## config.mk

```make
export PLATFORM = sky130hd
export DESIGN_NAME = bbs_mask_sum
export DESIGN_NICKNAME = d
export VERILOG_FILES = /design/src/rtl/bbs_pkg.sv /design/src/rtl/bbs_field_sel.sv /design/src/rtl/bbs_lane_sum.sv /design/src/rtl/bbs_lane_accum.sv /design/src/rtl/bbs_mask_sum.sv
export SDC_FILE = /design/constraint.sdc
export NUM_CORES = 2
export LEC_CHECK = 0
export BUFFER_PORTS_ARGS = -buffer_cell sky130_fd_sc_hd__buf_2
export CAP_MARGIN = 0
export CELL_PAD_IN_SITES_DETAIL_PLACEMENT = 1
export CELL_PAD_IN_SITES_GLOBAL_PLACEMENT = 1
export CORE_MARGIN = 2
export CORE_UTILIZATION = 42
export DETAILED_ROUTE_END_ITERATION = 8
export GPL_ROUTABILITY_DRIVEN = 0
export PLACE_DENSITY = 0.91
export SLEW_MARGIN = 15
export SYNTH_ARGS = -nofsm -noshare
export SYNTH_HDL_FRONTEND = slang
export SYNTH_HIERARCHICAL = 1
export SYNTH_SLANG_ARGS = --single-unit
```

## constraint.sdc

```tcl
create_clock -name clk_i -period 0.8 [get_ports clk_i]
set_input_delay 0 -clock clk_i [delete_from_list [all_inputs] [get_ports clk_i]]
set_output_delay 0 -clock clk_i [all_outputs]
set_load 0.01 [all_outputs]
```

## src/rtl/bbs_pkg.sv

```systemverilog
package bbs_pkg;

   // Operand field select, taken from mode_i[1:0]
   typedef enum logic [1:0] {
      FLD_BYTE     = 2'd0,
      FLD_LOW      = 2'd1,
      FLD_HIGH     = 2'd2,
      FLD_BYTE_ALT = 2'd3
   } field_e;

   localparam int unsigned MODE_W   = 3;
   localparam int unsigned MODE_ACC = 2;

endpackage

```

## src/rtl/bbs_field_sel.sv

```systemverilog
module bbs_field_sel
   import bbs_pkg::*;
#(
   parameter int unsigned NOPS = 8,
   parameter int unsigned OPW  = 8
) (
   input  field_e                  fld_i,
   input  logic [NOPS*OPW-1:0]     opnd_i,
   output logic [NOPS*OPW-1:0]     sel_o
);

   localparam int unsigned HALF = OPW / 2;

   if ((OPW % 2) != 0 || OPW < 2) begin : g_bad_opw
      $error("bbs_field_sel: OPW must be even and at least 2");
   end

   for (genvar i = 0; i < NOPS; i++) begin : g_op
      logic [OPW-1:0] byte_v;
      assign byte_v = opnd_i[i*OPW +: OPW];
      always_comb begin
         unique case (fld_i)
            FLD_LOW:  sel_o[i*OPW +: OPW] = {{(OPW-HALF){1'b0}}, byte_v[HALF-1:0]};
            FLD_HIGH: sel_o[i*OPW +: OPW] = {{(OPW-HALF){1'b0}}, byte_v[OPW-1:HALF]};
            default:  sel_o[i*OPW +: OPW] = byte_v;
         endcase
      end
   end

endmodule

```

## src/rtl/bbs_lane_sum.sv

```systemverilog
module bbs_lane_sum #(
   parameter int unsigned NOPS  = 8,
   parameter int unsigned OPW   = 8,
   parameter int unsigned RAW_W = OPW + $clog2(NOPS)
) (
   input  logic [NOPS*OPW-1:0] ops_i,
   input  logic [NOPS-1:0]     gate_i,
   output logic [RAW_W-1:0]    sum_o
);

   if (RAW_W < OPW + $clog2(NOPS)) begin : g_bad_raw
      $error("bbs_lane_sum: RAW_W too narrow for NOPS operands");
   end

   always_comb begin
      sum_o = '0;
      for (int i = 0; i < NOPS; i++) begin
         if (gate_i[i]) begin
            sum_o = sum_o + RAW_W'(ops_i[i*OPW +: OPW]);
         end
      end
   end

endmodule

```

## src/rtl/bbs_lane_accum.sv

```systemverilog
module bbs_lane_accum #(
   parameter int unsigned RAW_W = 11,
   parameter int unsigned ACCW  = 16
) (
   input  logic [RAW_W-1:0] raw_i,
   input  logic [ACCW-1:0]  acc_i,
   input  logic             acc_en_i,
   output logic [ACCW-1:0]  res_o,
   output logic             carry_o
);

   localparam int unsigned EW = ACCW + 1;

   if (ACCW < RAW_W) begin : g_bad_accw
      $error("bbs_lane_accum: ACCW must hold a full lane sum");
   end

   logic [EW-1:0] total;

   always_comb begin
      if (acc_en_i) begin
         total = EW'(acc_i) + EW'(raw_i);
      end else begin
         total = EW'(raw_i);
      end
   end

   assign res_o   = total[ACCW-1:0];
   assign carry_o = total[ACCW];

endmodule

```

## src/rtl/bbs_mask_sum.sv

```systemverilog
module bbs_mask_sum
   import bbs_pkg::*;
#(
   parameter int unsigned LANES = 8,
   parameter int unsigned OPW   = 8,
   parameter int unsigned ACCW  = 16
) (
   input  logic                   clk_i,
   input  logic                   rst_ni,
   input  logic                   valid_i,
   input  logic [LANES*OPW-1:0]   opnd_i,
   input  logic [LANES*LANES-1:0] mask_i,
   input  logic [2:0]             mode_i,
   input  logic [LANES*ACCW-1:0]  acc_i,
   output logic                   valid_o,
   output logic [LANES*ACCW-1:0]  sum_o,
   output logic [LANES-1:0]       ovf_o
);

   localparam int unsigned RAW_W    = OPW + $clog2(LANES);
   localparam int unsigned HALF     = OPW / 2;
   localparam int unsigned FULL_MAX = LANES * ((1 << OPW) - 1);
   localparam int unsigned NIB_MAX  = LANES * ((1 << HALF) - 1);
   localparam int unsigned EW       = ACCW + 1;

   if (LANES < 2) begin : g_bad_lanes
      $error("bbs_mask_sum: LANES must be at least 2");
   end
   if (ACCW < RAW_W) begin : g_bad_accw
      $error("bbs_mask_sum: ACCW narrower than a lane sum");
   end

   field_e                  fld;
   logic                    acc_en;
   logic [LANES*OPW-1:0]    sel_ops;
   logic [RAW_W-1:0]        raw_sum [LANES];
   logic [ACCW-1:0]         lane_res [LANES];
   logic [LANES-1:0]        lane_carry;

   assign fld    = field_e'(mode_i[1:0]);
   assign acc_en = mode_i[MODE_ACC];

   bbs_field_sel #(
      .NOPS (LANES),
      .OPW  (OPW)
   ) u_field (
      .fld_i  (fld),
      .opnd_i (opnd_i),
      .sel_o  (sel_ops)
   );

   for (genvar j = 0; j < LANES; j++) begin : g_lane
      bbs_lane_sum #(
         .NOPS  (LANES),
         .OPW   (OPW),
         .RAW_W (RAW_W)
      ) u_sum (
         .ops_i  (sel_ops),
         .gate_i (mask_i[j*LANES +: LANES]),
         .sum_o  (raw_sum[j])
      );

      bbs_lane_accum #(
         .RAW_W (RAW_W),
         .ACCW  (ACCW)
      ) u_acc (
         .raw_i    (raw_sum[j]),
         .acc_i    (acc_i[j*ACCW +: ACCW]),
         .acc_en_i (acc_en),
         .res_o    (lane_res[j]),
         .carry_o  (lane_carry[j])
      );

      always_ff @(posedge clk_i or negedge rst_ni) begin
         if (!rst_ni) begin
            sum_o[j*ACCW +: ACCW] <= '0;
            ovf_o[j]              <= 1'b0;
         end else if (valid_i) begin
            sum_o[j*ACCW +: ACCW] <= lane_res[j];
            ovf_o[j]              <= lane_carry[j];
         end
      end

      AST_PLAIN_RANGE: assert property (@(posedge clk_i) disable iff (!rst_ni)
         valid_i && !mode_i[MODE_ACC] |=> (32'(sum_o[j*ACCW +: ACCW]) <= FULL_MAX) && !ovf_o[j]);

      AST_NIBBLE_RANGE: assert property (@(posedge clk_i) disable iff (!rst_ni)
         valid_i && !mode_i[MODE_ACC] && (mode_i[1:0] == 2'd1 || mode_i[1:0] == 2'd2)
         |=> 32'(sum_o[j*ACCW +: ACCW]) <= NIB_MAX);

      AST_ACCUM_WRAP: assert property (@(posedge clk_i) disable iff (!rst_ni)
         valid_i && mode_i[MODE_ACC]
         |=> {ovf_o[j], sum_o[j*ACCW +: ACCW]} ==
             ($past(EW'(acc_i[j*ACCW +: ACCW])) + $past(EW'(raw_sum[j]))));
   end

   always_ff @(posedge clk_i or negedge rst_ni) begin
      if (!rst_ni) begin
         valid_o <= 1'b0;
      end else begin
         valid_o <= valid_i;
      end
   end

   AST_VALID_LATENCY: assert property (@(posedge clk_i) disable iff (!rst_ni)
      valid_i |=> valid_o);

   AST_VALID_DROP: assert property (@(posedge clk_i) disable iff (!rst_ni)
      !valid_i |=> !valid_o);

   AST_HOLD_IDLE: assert property (@(posedge clk_i) disable iff (!rst_ni)
      !valid_i |=> $stable(sum_o) && $stable(ovf_o));

endmodule

```

==> flow_summary_export.csv, run 1 <==
group,metric,value,unit
synth,synth-edff-count,0,
clock_tree,clockBufferDepth,2,
synth,yosys-top-cells-area,"ha_1 (17%), dfrtp_1 (8.7%), mux2_2 (8.5%), xnor2_1 (4.9%), a21oi_1 (4.6%)",
placed_design,io_buffers,398,
placed_design,place.detailed.hpwl,201,mm
synth,synth_cells,4896,
floorplan,die_w,310,microns
clock_tree,clkSinkCount,137,
floorplan,boundaryPins,399,
synth,avgSynthCellArea,8.01,sq um
synth,synth_top_area_share,0.172,
floorplan,die_height,310,microns
floorplan,initial_core_util,0.422,
synth,synth_top_area_cell,"ha_1",
clock_tree,cts_resized,1191,
clock_tree,cts_setup_buffers,237,
placed_design,pre_cts_slack,-10.69,ns
synth,ys_types,112,
synth,synth_nets,5760,
clock_tree,cts_root_buffer,"clkbuf_16",
synth,syn-cell-area,39200,sq um
floorplan,rows,112,
run_status,lastStage,"clock tree synthesis",
run_status,firstError,"[ERROR DPL-0033] detailed placement checks failed during check placement.",
synth,async_flop_share,1.00,
synth,synth_warnings,6,
run_status,status,"aborted with a tool error",
synth,yosys_register_bits,137,
synth,yosys_most_used_dff,"dfrtp_1",
clock_tree,numCtsBuffers,17,
clock_tree,ctsHoldBuffers,4,
clock_tree,cts-htree-levels,4,
synth,ys_seq_area_frac,0.0874,
==> logic make-up after synthesis <==
family / count (synthesis) / synth area share
AOI/OAI and AO/OA: 1583 / 0.282
xor gates and xnor gates: 322 / 0.0790
adders and majority gates: 602 / 0.204
buffers and inverters: 516 / 0.0531
DFF: 137 / 0.0874
muxes: 436 / 0.128
and+or+nand+nor: 1300 / 0.166
==> Yosys cell counts, types with 13 or more instances <==
master	count
clkbuf_1	91
nand3b_1	18
mux2i_1	80
o21a_1	132
o221ai_1	13
nand4_1	30
o21bai_1	58
a221oi_1	16
o311ai_0	21
nand2_1	327
nand3_1	83
inv_1	361
o21ai_1	32
mux2_4	56
xnor2_1	218
xnor2_2	18
or2_2	26
and3_1	48
or3_1	26
o31a_1	39
ha_1	538
o21ai_0	295
o211a_1	13
a21oi_2	19
a21oi_1	363
nor2b_1	77
o211ai_1	39
and2_1	81
nand2b_1	44
buf_2	39
fa_1	64
nor3b_1	14
nor3_1	81
dfrtp_1	137
xor2_1	75
nor2_1	364
o31ai_1	38
a21o_1	134
a22o_1	40
a31oi_1	49
a211oi_1	79
mux2_2	297
==> through the flow <==
step	util	instance area (sq um)	std cells	TNS (ns)
2_1_floorplan	-	40400	4896	-1004.43
3_3_place_gp	0.607	56400	8037	-1110.65
3_5_place_dp	0.607	56400	8037	-1262.53
==> inputs of run 2 (changes only) <==
- CELL_PAD_IN_SITES_DETAIL_PLACEMENT: 1 -> not set
- CELL_PAD_IN_SITES_GLOBAL_PLACEMENT: 1 -> not set
- CORE_UTILIZATION: 42 -> 35
- PLACE_DENSITY: 0.91 -> not set
- PLACE_DENSITY_LB_ADDON: not set -> 0.15
- clock period: 0.8 -> 1 ns (I/O delays scaled with it)
==> flow_summary_export.csv, run 2 <==
group,metric,value,unit
run_status,status,"finished with violations",
run_status,violations,"negative hold slack, negative setup slack",
routing,post_drt_wl_per_cell,18.6,microns
cells_and_area,layout_common_cells,"buf_4 (1,805), buf_2 (393), nor2_1 (332)",
synth,yosys_register_bits,137,
synth,yosys_most_used_dff,"dfrtp_1",
critical_path,crit_required,1.33,ns
routing,drtIter0Drc,2656,
cells_and_area,postLayoutCoreUtil,0.590,
clock_tree,clockBufferDepth,2,
timing,holdWs,-0.00735,ns
timing,slew-limit-headroom,0.588,
critical_path,crit_type,"primary input to register",
synth,syn-cell-area,39200,sq um
clock_tree,numCtsBuffers,17,
timing,tightestPinTransition,0.610,ns
floorplan,initial_core_util,0.354,
placed_design,io_buffers,398,
synth,yosys.area_share.simple,0.166,
pwr,worst_ir_drop_vdd,1.80,mV
routing,ant_nets,0,
critical_path,cp_slowest_cell,"a2111oi_4",
global_route,grt_max_degree,33,
floorplan,dieArea,115000,sq um
routing,viasPerCell,5.26,
synth,synth_nets,5760,
critical_path,cp.arrival,9.57,ns
routing,drt-total-wl,160,mm
synth,synth.most_common_cell,"ha_1",
routing,vias,45300,
clock_tree,cts_root_buffer,"clkbuf_16",
cells_and_area,fill_cells,9836,
job,max-cap-violations,0,
hold_path,hp-class,"primary input to async pin",
synth,synth_top_area_cell,"ha_1",
timing,setup_viol,154,
pwr,leakagePower,0.0309,uW
cells_and_area,regMostFlops,"sum_o",
placed_design,pre_cts_slack,-9.11,ns
pwr,power.density,2650,nW/um^2
clock_tree,cts_tree,"done",
critical_path,critPathBufInv,8,
global_route,grt-ovfl-total,0,
synth,synth-compound-area-share,0.282,
clock_tree,clkSinkCount,137,
floorplan,die_height,339,microns
synth,synthAdderAreaFrac,0.204,
critical_path,cp-start-kind,"primary input",
synth,ys_seq_area_frac,0.0874,
cells_and_area,reg.largest.list,"sum_o: 128 flops, ovf_o: 8 flops, valid_o: 1 flops",
timing,drv_slew,0,
floorplan,core_area,111000,sq um
synth,synth_mux_area_frac,0.128,
placed_design,place.detailed.hpwl,126,mm
critical_path,cp_top_family,"compound AO/OA/AOI/OAI gates",
synth,synth_top_family_by_area,"compound AO/OA/AOI/OAI gates",
clock_tree,cts-htree-levels,4,
timing,grt_setup_unrepaired,"true",
cells_and_area,largest_reg_flops,128,
timing,layout_min_cycle_time,9.24,ns
floorplan,rows,122,
global_route,grt_usage,0.265,
cells_and_area,layout_commonest_cell,"buf_4",
timing,fin_skew,0,ns
routing,firstDrtPassIters,5,
critical_path,crit_path_end_kind,"register",
timing,hold_violations,4,
global_route,grt_pass1_vias,44000,
clock_tree,path_clk_slew,0.07,ns
timing,min_period_over_period,9.24,
cells_and_area,nNetsFinal,7978,
routing,drc,0,
synth,synth_warnings,6,
critical_path,cp_common_cell,"ha_4",
global_route,grt_antenna_before_repair,28,
floorplan,boundaryPins,399,
global_route,grt_pass1_wl,244,mm
synth,synth_cells,4896,
timing,setup_ws,-8.24,ns
cells_and_area,drive_gt1_frac,0.535,
critical_path,critical_path.max_stage_delay,0.47,ns
cells_and_area,syn_to_final_growth,66.8,%
synth,synthXorXnorAreaFrac,0.0790,
synth,avgSynthCellArea,8.01,sq um
critical_path,worstPathMaxFanout,6,
synth,ys_types,112,
timing,fmax,108,MHz
floorplan,die_w,339,microns
synth,synth-edff-count,0,
synth,async_flop_share,1.00,
synth,synth_top_area_share,0.172,
synth,synth_common_cells,"ha_1 (538), nor2_1 (364), a21oi_1 (363)",
clock_tree,clock_latency,0.45,ns
timing,fin_setup_tns,-1009.91,ns
synth,yosys-top-cells-area,"ha_1 (17%), dfrtp_1 (8.7%), mux2_2 (8.5%), xnor2_1 (4.9%), a21oi_1 (4.6%)",
[run 2: metrics by stage]
step / hold slack [ns] / cells / total power (uW) / area, sq um
6_report: -0.00735 / 8624 / 173000 / 65400
4_1_cts: -0.0167 / 8514 / 160000 / 62400
5_1_grt: 0.00270 / 8622 / 187000 / 65400
2_1_floorplan: -0.296 / 4896 / 84800 / 40400
3_5_place_dp: -0.0885 / 8302 / 138000 / 57000
3_3_place_gp: -0.0854 / 8302 / 136000 / 57000
[run 2: routing by layer]
metal	up-vias	GRT usage	wire, microns
li1	22500	-	-
met4	32	0.0589	3940
met5	-	0	198
met3	194	0.0306	8420
met2	983	0.428	71500
met1	21600	0.375	76000
[run 2: timing repair]
action / in CTS / in global routing
setup endpoints to repair: 217 / 257
resized for setup: 656 / 431
hold buffers: 20 / 0
endpoints found under the hold margin: 156 / 0
setup buffers: 160 / 101
pin swaps: 342 / 252
[run 2: final timing paths]
path                            cells past startpoint    endpoint  slack [ns]      start
worst max register to register                      1   sum_o[12]        0.20  sum_o[12]
worst min register to register                      1   sum_o[47]        0.50  sum_o[47]
worst min-delay path                                2  sum_o[111]      -0.007     rst_ni
worst max-delay path                               50   sum_o[46]       -8.24  mode_i[1]
min in group clk_i                                  4    ovf_o[4]        0.02  acc_i[79]
max in group asynchronous                           3   sum_o[42]        0.48     rst_ni
[run 2: area by class of cell]
| cell class | instances | area [sq um] | share of cell area |
|---|---|---|---|
| antenna | 9 | 22.5 | 0.000344 |
| inverter | 371 | 1420 | 0.0217 |
| timing repair buffer | 2344 | 17800 | 0.272 |
| clock buffer | 19 | 443 | 0.00677 |
| sequential | 137 | 3430 | 0.0524 |
| tap | 1488 | 1860 | 0.0285 |
| clock inverter | 13 | 158 | 0.00241 |
| multi-input combinational | 4243 | 40300 | 0.616 |
[run 2: where the power goes]
part	internal (uW)	switching (uW)
Combinational	85000	72300
Clock	3820	3020
Sequential	7760	1170
Total	96600	76500
[run 2: kinds of logic after synthesis]
| kind of cell | after synthesis |
|---|---|
| AO/OA/AOI/OAI | 1583 |
| multiplexers | 436 |
| flip-flops | 137 |
| XOR/XNOR | 322 |
| AND/OR/NAND/NOR | 1300 |
| adder cells (fa/ha/maj) | 602 |
| buffers and inverters | 516 |
Power figures use the tool's default switching activity.
